`config.mk`:
```
export PLATFORM = sky130hd
export DESIGN_NAME = spi_legacy_master
export DESIGN_NICKNAME = d
export VERILOG_FILES = /design/src/rtl/spi_legacy_master.sv
export SDC_FILE = /design/constraint.sdc
export NUM_CORES = 1
export LEC_CHECK = 0
export BUFFER_PORTS_ARGS = -buffer_cell sky130_fd_sc_hd__buf_4
export CELL_PAD_IN_SITES_DETAIL_PLACEMENT = 2
export CELL_PAD_IN_SITES_GLOBAL_PLACEMENT = 2
export CORE_MARGIN = 10
export CORE_UTILIZATION = 29
export DETAILED_ROUTE_END_ITERATION = 10
export HOLD_SLACK_MARGIN = 0.06
export PLACE_DENSITY = 0.74
export SYNTH_ARGS = -nofsm -noshare
export SYNTH_HDL_FRONTEND = slang
export SYNTH_SLANG_ARGS = --single-unit
export TNS_END_PERCENT = 100
```
`constraint.sdc`:
```
create_clock -name clk -period 2.41 [get_ports clk]
set_clock_uncertainty 0.15 [all_clocks]
set_input_delay 0.1205 -clock clk [delete_from_list [all_inputs] [get_ports clk]]
set_output_delay 0.1205 -clock clk [all_outputs]
set_load 0.03 [all_outputs]
```
`src/rtl/spi_legacy_master.sv`:
```
module spi_legacy_master #(
  parameter int NUM_CS       = 4,
  parameter int DIV_W        = 5,
  parameter int FLUSH_CYCLES = 4
) (
  input  logic              clk,
  input  logic              rst_n,
  input  logic              bus_sel,
  input  logic              bus_we,
  input  logic [3:0]        bus_addr,
  input  logic [31:0]       bus_wdata,
  output logic [31:0]       bus_rdata,
  output logic              spi_sck,
  output logic              spi_mosi,
  input  logic              spi_miso,
  output logic [NUM_CS-1:0] spi_cs_n
);
  localparam int FL_W = $clog2(FLUSH_CYCLES + 1);

  logic [NUM_CS-1:0] cs_en;
  logic [DIV_W-1:0]  presc;
  logic              cpha, cpol;
  logic [FL_W-1:0]   flush_cnt;
  logic              busy;
  logic [DIV_W-1:0]  cnt;
  logic [2:0]        bitn;
  logic [7:0]        tx, rx, din;

  wire [DIV_W-1:0] div  = (presc < DIV_W'(2)) ? DIV_W'(2) : presc;
  wire [DIV_W-1:0] half = div >> 1;
  wire wr_ctrl   = bus_sel & bus_we & (bus_addr == 4'h0);
  wire wr_cfg    = bus_sel & bus_we & (bus_addr == 4'h4);
  wire wr_dout   = bus_sel & bus_we & (bus_addr == 4'h8);
  wire start     = wr_dout & ~busy;
  wire last_tick = cnt == div - DIV_W'(1);
  wire sample    = cnt == half - DIV_W'(1);
  wire lead_lvl  = cpol ^ cpha;

  always_ff @(posedge clk or negedge rst_n) begin
    if (!rst_n) begin
      cs_en     <= '0;
      presc     <= '0;
      cpha      <= 1'b0;
      cpol      <= 1'b0;
      flush_cnt <= '0;
      busy      <= 1'b0;
      cnt       <= '0;
      bitn      <= '0;
      tx        <= '0;
      rx        <= '0;
      din       <= '0;
    end else begin
      if (busy) begin
        if (sample) rx <= {rx[6:0], spi_miso};
        if (last_tick) begin
          cnt <= '0;
          if (bitn == 3'd7) begin
            busy <= 1'b0;
            din  <= rx;
          end else begin
            bitn <= bitn + 3'd1;
            tx   <= {tx[6:0], 1'b0};
          end
        end else begin
          cnt <= cnt + DIV_W'(1);
        end
      end
      if (start) begin
        busy <= 1'b1;
        cnt  <= '0;
        bitn <= '0;
        tx   <= bus_wdata[7:0];
        rx   <= '0;
      end
      if (flush_cnt != '0) flush_cnt <= flush_cnt - FL_W'(1);
      if (wr_cfg) begin
        presc <= bus_wdata[DIV_W-1:0];
        cpha  <= bus_wdata[6];
        cpol  <= bus_wdata[7];
        if (bus_wdata[9]) begin
          flush_cnt <= FL_W'(FLUSH_CYCLES);
          din       <= '0;
        end
      end
      if (wr_ctrl) cs_en <= bus_wdata[16 +: NUM_CS];
    end
  end

  assign spi_sck  = busy ? ((cnt < half) ? lead_lvl : ~lead_lvl) : cpol;
  assign spi_mosi = busy & tx[7];
  assign spi_cs_n = ~cs_en;

  always_comb begin
    bus_rdata = '0;
    case (bus_addr)
      4'h0: begin
        bus_rdata[16 +: NUM_CS] = cs_en;
        bus_rdata[1]            = ~busy;
      end
      4'h4: begin
        bus_rdata[DIV_W-1:0] = presc;
        bus_rdata[6]         = cpha;
        bus_rdata[7]         = cpol;
        bus_rdata[9]         = flush_cnt != '0;
      end
      4'hC: bus_rdata[7:0] = din;
      default: bus_rdata = '0;
    endcase
  end
endmodule

```
; ---- Word level (Yosys, flattened, before mapping)
; Index checks and enable logic that the tools add are counted.
[word_totals]
ff_bits = 47
in_bits = 41
out_inout_bits = 38
[op_classes]
bitwise = 10
order_cmp = 2
reduce_logical = 7
n_eq_ne = 7
addsub = 5
n_mux = 36
[op_table]
columns = op, n
row1 = 8-bit 2-to-1 mux, 12
row2 = 3-bit 2-to-1 mux, 7
row3 = 5-bit 2-to-1 mux, 4
row4 = 5-bit equality test, 2
row5 = 4-bit equality test (second input constant), 2
row6 = 1-bit 2-to-1 mux, 8
row7 = 1-bit bitwise AND, 6
row8 = 3-bit one-hot mux with 2 select lines, 1
row9 = 2-bit nonzero test, 3
row10 = 5-bit by 1-bit adder with 5-bit output (second input constant), 1
row11 = 5-bit by 2-bit less-than comparator with 1-bit output (second input constant), 1
row12 = 5-bit by 4-bit less-than comparator with 1-bit output, 1
row13 = 4-bit by 1-bit subtractor with 5-bit output (second input constant), 1
row14 = 5-bit by 1-bit subtractor with 5-bit output (second input constant), 1
row15 = 4-bit by 3-bit equality test with 1-bit output (second input constant), 1
row16 = 4-bit logical NOT, 1
row17 = 4-bit 2-to-1 mux, 1
row18 = 4-bit inverter, 1
row19 = 2-bit one-hot mux with 2 select lines, 1
row20 = 3-bit by 1-bit adder with 3-bit output (second input constant), 1
row21 = 3-bit equality test (second input constant), 1
row22 = 1-bit one-hot mux with 3 select lines, 1
row23 = 3-bit AND reduction, 1
row24 = 3-bit nonzero test, 1
row25 = other kinds (6), 7

; ---- Depth between registers and ports, before layout
; Gate-level depths: netlist of the first run.
[depth]
ltp_word = 8
ltp_mapped = 11
depth_no_buf = 10

; ---- Worst setup path before layout of the first run
; OpenSTA, ideal clock, no wires.
[synth_path]
path_type = register to register
from = register presc[3]
to = register tx[7]
setup_ns = 0.132
path_buffers = 2
required_ns = 2.128
t_arrival_ns = 2.332
slack_ns = -0.204
path_stages_with_launch = 12
period_less_slack_ns = 2.614
path_cell_list = dfrtp_1 buf_2 nor3_1 nor2_1 ha_1 a211oi_2 mux2i_2 xnor2_2 nor3_4 buf_6 mux2i_1 o21ai_1
[synth_via]
elab_chain_cells = 6
[synth_rtl]
columns = item, line
row1 = from (decl), 21  ; logic [DIV_W-1:0] presc;
row2 = from (signal assigned), 77  ; presc <= bus_wdata[DIV_W-1:0];
row3 = 5-bit by 2-bit less-than comparator with 1-bit output, 29  ; wire [DIV_W-1:0] div = (presc < DIV_W'(2)) ? DIV_W'(2) : presc;
row4 = 5-bit 2-to-1 mux *, 29
row5 = 5-bit by 1-bit subtractor with 5-bit output *, 35  ; wire last_tick = cnt == div - DIV_W'(1);
row6 = 5-bit equality test *, 35
row7 = 2-bit nonzero test (no line) *, --
row8 = 3-bit AND reduction (no line) *, --
row9 = to (signal assigned), 62  ; tx <= {tx[6:0], 1'b0};
row10 = to (signal assigned), 72  ; tx <= bus_wdata[7:0];
row11 = to (decl), 27  ; logic [7:0] tx, rx, din;
; Every way passes the cells marked *; elsewhere a longest branch is shown, timed or not.
; A chain may end at the register's enable or synchronous reset.

; ---- Worst setup path after layout of the first run
[layout_path]
from = register presc[3]
to = register tx[5]
; Same word-level chain as after synthesis.

==> flow_summary.html, run 1 <==
<table>
<tr><th>Metric</th><th>Value</th></tr>
<tr><th colspan="2">Outcome</th></tr>
<tr><td>Result of the run</td><td>finished, violations left</td></tr>
<tr><td>Failing checks</td><td>negative setup slack</td></tr>
<tr><th colspan="2">STA</th></tr>
<tr><td>Actual slew at the worst max-slew pin</td><td>0.625 ns</td></tr>
<tr><td>Worst Slack Setup Final</td><td>-0.243 ns</td></tr>
<tr><td>Post-route minimum period</td><td>2.65 ns</td></tr>
<tr><td>Max-slew headroom at the worst pin</td><td>58.4%</td></tr>
<tr><td>Hold Vio Cnt, Final</td><td>0</td></tr>
<tr><td>Maximum achievable frequency</td><td>377 MHz</td></tr>
<tr><td>Hold Worst Slack</td><td>0.187 ns</td></tr>
<tr><td>Unrepaired setup endpoints after global routing</td><td>yes</td></tr>
<tr><td>Pins over their slew limit</td><td>0</td></tr>
<tr><td>Total of endpoints with negative setup slack in the final report</td><td>26</td></tr>
<tr><td>Final period util</td><td>110%</td></tr>
<tr><th colspan="2">Worst setup path</th></tr>
<tr><td>Category of the worst setup path capture point</td><td>flip-flop</td></tr>
<tr><td>WP data required</td><td>2.46 ns</td></tr>
<tr><td>Highest cell delay on the worst timing path</td><td>0.45 ns</td></tr>
<tr><td>Worst reg2reg setup slack</td><td>-0.24 ns</td></tr>
<tr><td>Slowest stage cell, crit path</td><td>sky130_fd_sc_hd__dfrtp_2</td></tr>
<tr><td>Largest driver fanout on the critical path</td><td>15</td></tr>
<tr><td>Worst path top cell family by delay</td><td>compound AO/OA/AOI/OAI gates</td></tr>
<tr><td>Ordered cell list for the critical path</td><td>buf_4 -&gt; o41ai_4 -&gt; ha_4 -&gt; xor2_2 -&gt; nand4b_1 -&gt; nor3_4 -&gt; buf_12 -&gt; nor3b_1 -&gt; a221o_1</td></tr>
<tr><td>Number of buffers and inverters on the critical path</td><td>2</td></tr>
<tr><td>Kind of critical path</td><td>reg -&gt; reg</td></tr>
<tr><td>Data arrival at the endpoint of the critical path</td><td>2.70 ns</td></tr>
<tr><td>Type of origin of the critical path</td><td>flip-flop</td></tr>
<tr><td>Endpoint of the lowest-slack register-to-register path</td><td>tx[5]</td></tr>
<tr><td>Launch point of the worst reg-to-reg path</td><td>presc[3]</td></tr>
<tr><td>Number of cells on the worst reg-to-reg path</td><td>9</td></tr>
<tr><td>Crit. path cell count</td><td>9</td></tr>
<tr><th colspan="2">Route</th></tr>
<tr><td>Number of vias per cell</td><td>4.70</td></tr>
<tr><td>TritonRoute pass-1 iters</td><td>3</td></tr>
<tr><td>Iteration-0 DRC count of the detailed router</td><td>68</td></tr>
<tr><td>Final antenna-violating net count</td><td>0</td></tr>
<tr><td>Overall routed net length</td><td>8.74 mm</td></tr>
<tr><td>Via Count</td><td>2,327</td></tr>
<tr><td>DRC</td><td>0</td></tr>
<tr><td>WL/cell</td><td>17.7 um</td></tr>
<tr><th colspan="2">CTS</th></tr>
<tr><td>Buffer levels on the longest clock path</td><td>2</td></tr>
<tr><td>H-tree levels</td><td>2</td></tr>
<tr><td>Buffer cell driving the clock tree root</td><td>sky130_fd_sc_hd__clkbuf_8</td></tr>
<tr><td>Clock-pin slew on the worst setup and hold paths</td><td>0.10 ns</td></tr>
<tr><td>Cts bufs inserted</td><td>5</td></tr>
<tr><td>Clock latency on the worst-skew pair</td><td>0.31 ns</td></tr>
<tr><td>CTS tree</td><td>done</td></tr>
<tr><td>Clock Sink Count</td><td>47</td></tr>
<tr><th colspan="2">Worst hold path</th></tr>
<tr><td>Endpoint of the worst hold-timing path</td><td>cs_en[2]</td></tr>
<tr><td>Hold Crit Class</td><td>in -&gt; reg</td></tr>
<tr><td>Depth of the worst hold-timing path</td><td>4</td></tr>
<tr><td>Hold path start</td><td>bus_we</td></tr>
<tr><th colspan="2">Logic synthesis</th></tr>
<tr><td>Most numerous cell in the Yosys netlist</td><td>sky130_fd_sc_hd__dfrtp_1</td></tr>
<tr><td>Share of the synthesized area in the top cell type</td><td>41.6%</td></tr>
<tr><td>Flop and latch count out of synthesis</td><td>47</td></tr>
<tr><td>Leading area contributor after synthesis</td><td>sky130_fd_sc_hd__dfrtp_1</td></tr>
<tr><td>Average size of a mapped cell</td><td>9.84 um^2</td></tr>
<tr><td>Summed instance area of the synthesized netlist</td><td>2830 um^2</td></tr>
<tr><td>Sequential fraction of the synthesis area</td><td>41.6%</td></tr>
<tr><td>EDFF count, synth</td><td>0</td></tr>
<tr><td>Most common flop cell mapped by yosys</td><td>sky130_fd_sc_hd__dfrtp_1</td></tr>
<tr><td>Post-synth top cells</td><td>sky130_fd_sc_hd__dfrtp_1, sky130_fd_sc_hd__nor2_1, sky130_fd_sc_hd__buf_4, sky130_fd_sc_hd__mux2i_1, sky130_fd_sc_hd__nand2_1</td></tr>
<tr><td>Number of standard cells after synthesis</td><td>287</td></tr>
<tr><td>Post-synth cell types</td><td>49</td></tr>
<tr><td>Yosys synthesis warning count</td><td>0</td></tr>
<tr><td>Biggest area contributors in the synthesized netlist</td><td>sky130_fd_sc_hd__dfrtp_1, sky130_fd_sc_hd__mux2i_1, sky130_fd_sc_hd__buf_4</td></tr>
<tr><td>Ys async rst share</td><td>100%</td></tr>
<tr><th colspan="2">Global routing</th></tr>
<tr><td>Antenna violations before repair</td><td>0</td></tr>
<tr><td>Wire length of the first global-routing pass</td><td>14.1 mm</td></tr>
<tr><td>Total routing resource utilization after global routing</td><td>12.2%</td></tr>
<tr><td>Maximum number of pins on one net before global-route repair</td><td>48</td></tr>
<tr><td>Global route overflow</td><td>0</td></tr>
<tr><td>Via count of the first global-routing pass</td><td>2,672</td></tr>
<tr><th colspan="2">Power</th></tr>
<tr><td>Static Leakage</td><td>1.77 nW</td></tr>
<tr><td>Net Sw Frac</td><td>40.8%</td></tr>
<tr><td>Portion of total power attributed to combinational logic</td><td>49.3%</td></tr>
<tr><td>Internal power component</td><td>2.13 mW</td></tr>
<tr><td>Switch Pwr</td><td>1.47 mW</td></tr>
<tr><td>Clock power frac</td><td>14.6%</td></tr>
<tr><td>Worst IR Drop VDD</td><td>0.439 mV</td></tr>
<tr><td>Power density over the cells</td><td>959 nW/um^2</td></tr>
<tr><td>Relative contribution of sequential cells to total power</td><td>36.2%</td></tr>
<tr><th colspan="2">Placed design</th></tr>
<tr><td># port buffers</td><td>40</td></tr>
<tr><td>Placed wire-length estimate</td><td>6.23 mm</td></tr>
<tr><td>GPL Wtd Cong</td><td>0.851</td></tr>
<tr><th colspan="2">Flow run</th></tr>
<tr><td>Maximum capacitance violations</td><td>0</td></tr>
<tr><th colspan="2">Die</th></tr>
<tr><td>Total Die Area</td><td>14,100 um^2</td></tr>
<tr><td>Die span in x</td><td>119 um</td></tr>
<tr><td>Std cell rows</td><td>35</td></tr>
<tr><td>Number of top-level pins</td><td>79</td></tr>
<tr><td>Initial cell density of the core</td><td>30.1%</td></tr>
<tr><td>Total core area</td><td>9370 um^2</td></tr>
<tr><td>Vertical die dimension</td><td>119 um</td></tr>
<tr><th colspan="2">Finish</th></tr>
<tr><td>Layout-stage area growth over the synthesis result</td><td>32.6%</td></tr>
<tr><td>Layout Utilization</td><td>40.0%</td></tr>
<tr><td>Total inserted antenna cells</td><td>0</td></tr>
<tr><td>Fraction of final layout cells sized beyond drive strength 1</td><td>30.9%</td></tr>
<tr><td>Post-layout nets</td><td>418</td></tr>
</table>
## through the flow
stage	instance area (um^2)	worst slack [ns]	cells	total power, mW	TNS (ns)
2_1_floorplan	2960	-0.103	305	2.39	-0.485
3_5_place_dp	3400	-0.272	465	2.96	-4.29
3_3_place_gp	3400	-0.153	465	2.84	-1.83
6_report	3750	-0.243	495	3.59	-4.56
5_1_grt	3750	-0.339	495	3.88	-7.66
4_1_cts	3700	-0.246	493	3.57	-4.77
## worst max path at each step
stage | startpoint | endpoint | slack, ns
floorplan | presc[2] | tx[7] | -0.10
global placement | presc[3] | din[0] | -0.15
detailed placement | presc[3] | din[1] | -0.27
CTS | presc[3] | din[1] | -0.25
global route | presc[3] | din[7] | -0.34
finish | presc[3] | tx[5] | -0.24
## cell families (layout without fill, tap and decap cells)
group	Yosys count	count (layout)	share of synthesized area [%]
AO/OA/AOI/OAI	39	39	10.1
buffers and inverters	49	110	9.92
AND/OR/NAND/NOR	98	98	17.8
adder cells (fa/ha/maj)	12	12	5.31
flip-flops	47	47	41.6
multiplexers	32	32	12.0
XOR/XNOR	9	9	3.06
other	1	19	0.133
## power by group through the flow
stage	sequential [mW]	combinational, mW	clock [mW]
2_1_floorplan	1.24	1.16	0
3_3_place_gp	1.29	1.55	0
3_5_place_dp	1.32	1.64	0
4_1_cts	1.30	1.73	0.537
5_1_grt	1.34	1.96	0.574
6_report	1.30	1.77	0.523
## tightest hold or removal path, stage by stage
cell	delay, ns
sky130_fd_sc_hd__buf_4	0.11
sky130_fd_sc_hd__nand2_1	0.09
sky130_fd_sc_hd__nor2b_1	0.13
sky130_fd_sc_hd__o21ai_0	0.17
## registers in the layout, summed over array words and instances (netlist names)
name       flops
bitn           3
busy           1
cnt            5
cpha           1
cpol           1
cs_en          4
din            8
flush_cnt      3
presc          5
rx             8
tx             8
## layer usage
metal	global-route usage, %	vias up	share of wire (%)
li1	-	1090	-
met1	13.8	1197	43
met2	22.5	34	53
met3	2.57	6	3.3
met4	3.21	0	1.2
met5	0	-	0
## placed cells by master (no fill, tap or decap), drive strengths merged, types with 13 or more instances in the layout
cell,count
dfrtp,47
o21ai,16
nand2,20
buf,72
nor2b,13
dlygate4sd3,14
inv,16
conb,19
mux2i,20
nor2,29
## layout make-up
cell class | count | area, um^2
flip-flops and latches | 47 | 1180
inverters | 16 | 60.1
multi-input cells | 209 | 1530
fillers | 1029 | 5630
clock inverters | 1 | 8.76
clock buffers | 7 | 86.3
well taps | 129 | 161
repair buffers | 86 | 724
## what timing repair did
action,CTS,global route
endpoints found under the hold margin,67,0
cloned,1,0
resized for setup,12,8
setup endpoints to repair,25,34
pin swaps,4,4
setup buffers,5,3
hold buffers,14,0
Note: power is estimated with default switching activity, not from simulation.
==> run 2, diff against run 1 <==
CORE_MARGIN = default   (was 10)
CORE_UTILIZATION = 30   (was 29)
PLACE_DENSITY = 0.73   (was 0.74)
TNS_END_PERCENT = default   (was 100)
clock period = 2.6 ns   (was 2.41 ns; I/O delays follow)
==> run 2 against run 1 <==
  * The run still ends with negative setup slack left
  * Sequential power shrank 8%
  * Core utilization grew 0.58 points
  * First-iteration DRC count shrank 32%
  * Clock power shrank 6.7%
  * Die area shrank 30%
  * Highest routed layer unchanged
  * Non-clock buffer count shrank 2
==> flow_summary.html, run 2 (synthesized netlist as in run 1, its figures left out) <==
<table>
<tr><th>Metric</th><th>Value</th></tr>
<tr><th colspan="2">Outcome</th></tr>
<tr><td>Result of the run</td><td>finished, violations left</td></tr>
<tr><td>Failing checks</td><td>negative setup slack</td></tr>
<tr><th colspan="2">Placed design</th></tr>
<tr><td>GPL Wtd Cong</td><td>0.828</td></tr>
<tr><td>Number of cells in the design after placement</td><td>439</td></tr>
<tr><td>Worst slack at placement</td><td>-0.174 ns</td></tr>
<tr><td># port buffers</td><td>40</td></tr>
<tr><td>Placed wire-length estimate</td><td>5.28 mm</td></tr>
<tr><td>Cell Area, Placed</td><td>3240 um^2</td></tr>
<tr><th colspan="2">Worst setup path</th></tr>
<tr><td>Category of the worst setup path capture point</td><td>flip-flop</td></tr>
<tr><td>Largest driver fanout on the critical path</td><td>4</td></tr>
<tr><td>Highest cell delay on the worst timing path</td><td>0.42 ns</td></tr>
<tr><td>WP data required</td><td>2.63 ns</td></tr>
<tr><td>Ordered cell list for the critical path</td><td>buf_6 -&gt; o41ai_4 -&gt; ha_1 -&gt; xor2_2 -&gt; nand4b_1 -&gt; nor3_4 -&gt; buf_12 -&gt; buf_8 -&gt; mux2i_2 -&gt; o21ai_1</td></tr>
<tr><td>Slowest stage cell, crit path</td><td>sky130_fd_sc_hd__dfrtp_1</td></tr>
<tr><td>Kind of critical path</td><td>reg -&gt; reg</td></tr>
<tr><td>Type of origin of the critical path</td><td>flip-flop</td></tr>
<tr><td>Data arrival at the endpoint of the critical path</td><td>2.71 ns</td></tr>
<tr><th colspan="2">Die</th></tr>
<tr><td>Number of top-level pins</td><td>79</td></tr>
<tr><td>Initial cell density of the core</td><td>30.7%</td></tr>
<tr><td>Die span in x</td><td>99.0 um</td></tr>
<tr><td>Total core area</td><td>9200 um^2</td></tr>
<tr><td>Std cell rows</td><td>35</td></tr>
<tr><td>Total Die Area</td><td>9810 um^2</td></tr>
<tr><td>Vertical die dimension</td><td>99.0 um</td></tr>
<tr><th colspan="2">STA</th></tr>
<tr><td>Final period util</td><td>103%</td></tr>
<tr><td>Worst Slack Setup Final</td><td>-0.0787 ns</td></tr>
<tr><td>Pins over their slew limit</td><td>0</td></tr>
<tr><td>Post-Route Setup TNS</td><td>-0.603 ns</td></tr>
<tr><td>Maximum achievable frequency</td><td>373 MHz</td></tr>
<tr><td>Hold Vio Cnt, Final</td><td>0</td></tr>
<tr><td>Actual slew at the worst max-slew pin</td><td>0.632 ns</td></tr>
<tr><td>Unrepaired setup endpoints after global routing</td><td>yes</td></tr>
<tr><td>Post-route minimum period</td><td>2.68 ns</td></tr>
<tr><td>Max-slew headroom at the worst pin</td><td>57.9%</td></tr>
<tr><td>Hold Worst Slack</td><td>0.190 ns</td></tr>
<tr><td>Total of endpoints with negative setup slack in the final report</td><td>18</td></tr>
<tr><th colspan="2">Route</th></tr>
<tr><td>DRC</td><td>0</td></tr>
<tr><td>Overall routed net length</td><td>8.18 mm</td></tr>
<tr><td>Final antenna-violating net count</td><td>0</td></tr>
<tr><td>WL/cell</td><td>17.2 um</td></tr>
<tr><td>Via Count</td><td>2,283</td></tr>
<tr><td>Number of vias per cell</td><td>4.81</td></tr>
<tr><td>TritonRoute pass-1 iters</td><td>4</td></tr>
<tr><td>Iteration-0 DRC count of the detailed router</td><td>46</td></tr>
<tr><th colspan="2">Finish</th></tr>
<tr><td>Commonest non-fill, non-tap cell in the layout</td><td>sky130_fd_sc_hd__buf_4</td></tr>
<tr><td>Final Cell Area</td><td>3730 um^2</td></tr>
<tr><td>Total inserted antenna cells</td><td>0</td></tr>
<tr><td>Registers with the highest flip-flop counts</td><td>din (8), rx (8), tx (8)</td></tr>
<tr><td>Most frequent cells in the layout</td><td>sky130_fd_sc_hd__buf_4, sky130_fd_sc_hd__dfrtp_1, sky130_fd_sc_hd__nor2_1, sky130_fd_sc_hd__nand2_1, sky130_fd_sc_hd__conb_1</td></tr>
<tr><td>Post-layout nets</td><td>416</td></tr>
<tr><td>Fill cell total of the finished layout</td><td>993</td></tr>
<tr><td>Fraction of final layout cells sized beyond drive strength 1</td><td>30.8%</td></tr>
<tr><td>Layout-stage area growth over the synthesis result</td><td>32.0%</td></tr>
<tr><td>Post-route insts no fill</td><td>475</td></tr>
<tr><td>Layout Utilization</td><td>40.6%</td></tr>
<tr><th colspan="2">Global routing</th></tr>
<tr><td>Maximum number of pins on one net before global-route repair</td><td>48</td></tr>
<tr><td>Wire length of the first global-routing pass</td><td>13.2 mm</td></tr>
<tr><td>Via count of the first global-routing pass</td><td>2,505</td></tr>
<tr><td>Global route overflow</td><td>0</td></tr>
<tr><td>Total routing resource utilization after global routing</td><td>17.6%</td></tr>
<tr><td>Antenna violations before repair</td><td>0</td></tr>
<tr><th colspan="2">CTS</th></tr>
<tr><td>Buffer levels on the longest clock path</td><td>2</td></tr>
<tr><td>Clock-pin slew on the worst setup and hold paths</td><td>0.10 ns</td></tr>
<tr><td>Clock latency on the worst-skew pair</td><td>0.30 ns</td></tr>
<tr><td>CTS tree</td><td>done</td></tr>
<tr><td>Clock Sink Count</td><td>47</td></tr>
<tr><td>Cts bufs inserted</td><td>5</td></tr>
<tr><td>H-tree levels</td><td>2</td></tr>
<tr><td>Buffer cell driving the clock tree root</td><td>sky130_fd_sc_hd__clkbuf_8</td></tr>
<tr><th colspan="2">Power</th></tr>
<tr><td>Worst IR Drop VDD</td><td>0.449 mV</td></tr>
<tr><td>Static Leakage</td><td>1.77 nW</td></tr>
<tr><td>Pwr Total</td><td>3.33 mW</td></tr>
<tr><td>Power density over the cells</td><td>894 nW/um^2</td></tr>
<tr><th colspan="2">Flow run</th></tr>
<tr><td>Maximum capacitance violations</td><td>0</td></tr>
<tr><th colspan="2">Worst hold path</th></tr>
<tr><td>Hold Crit Class</td><td>in -&gt; reg</td></tr>
</table>
[run 2: cell types whose count changed in the layout (fill, tap and decap cells not counted), moves of 2 or more]
cell | before | now
sky130_fd_sc_hd__buf_4 | 65 | 61
sky130_fd_sc_hd__buf_8 | 0 | 2
sky130_fd_sc_hd__dfrtp_1 | 44 | 46
sky130_fd_sc_hd__dfrtp_2 | 3 | 1
sky130_fd_sc_hd__nor3_2 | 0 | 2
sky130_fd_sc_hd__nor3b_1 | 6 | 2
sky130_fd_sc_hd__nor3b_2 | 0 | 4
[run 2: where the power goes]
| part | switching (mW) | total, mW | internal (mW) | leakage, nW |
|---|---|---|---|---|
| registers | 0.212 | 1.20 | 0.992 | 0.577 |
| clock network | 0.270 | 0.488 | 0.219 | 0.0484 |
| logic | 0.885 | 1.64 | 0.756 | 1.15 |
| total | 1.37 | 3.33 | 1.97 | 1.77 |
[run 2: final cells by class]
cell class                      instances  area [um^2]  area share [%]
Multi-Input combinational cell        209         1530            40.9
Tap cell                              111          139            3.72
Clock inverter                          1         8.76           0.235
Inverter                               16         60.1            1.61
Timing Repair Buffer                   84          733            19.7
Sequential cell                        47         1180            31.6
Clock buffer                            7         86.3            2.31
[run 2: layer usage]
layer,share of wire [%],global-route usage [%]
met1,45,22.7
met2,52,30.9
met3,2.9,2.48
met4,0.88,4.36
met5,0,0
[run 2: worst paths after layout]
| check | from | end | slack [ns] | depth (start not counted) |
|---|---|---|---|---|
| worst max-delay path | presc[4] | tx[7] | -0.08 | 10 |
| worst min-delay path | bus_we | cs_en[1] | 0.19 | 5 |
| worst max register to register | presc[4] | tx[7] | -0.08 | 10 |
| worst min register to register | tx[4] | tx[5] | 0.37 | 1 |
| max in group asynchronous | rst_n | presc[2] | 1.62 | 2 |
| min in group asynchronous | rst_n | rx[5] | 0.23 | 2 |
[run 2: repair_timing]
item | 4_1_cts | 5_1_grt
resized for setup | 26 | 5
endpoints found under the setup margin | 21 | 25
gates cloned | 1 | 0
setup buffers | 13 | 0
hold buffers | 14 | 0
pin swaps | 19 | 7
endpoints found under the hold margin | 67 | 0
[run 2: worst max-delay path, delay by kind of cell, from the launching register on]
kind	cells	cell delay (ns)
AO/OA/AOI/OAI	2	0.45
XOR/XNOR	1	0.17
adder cells (fa/ha/maj)	1	0.32
buffers and inverters	3	0.41
flip-flops	1	0.42
multiplexers	1	0.22
AND/OR/NAND/NOR	2	0.41
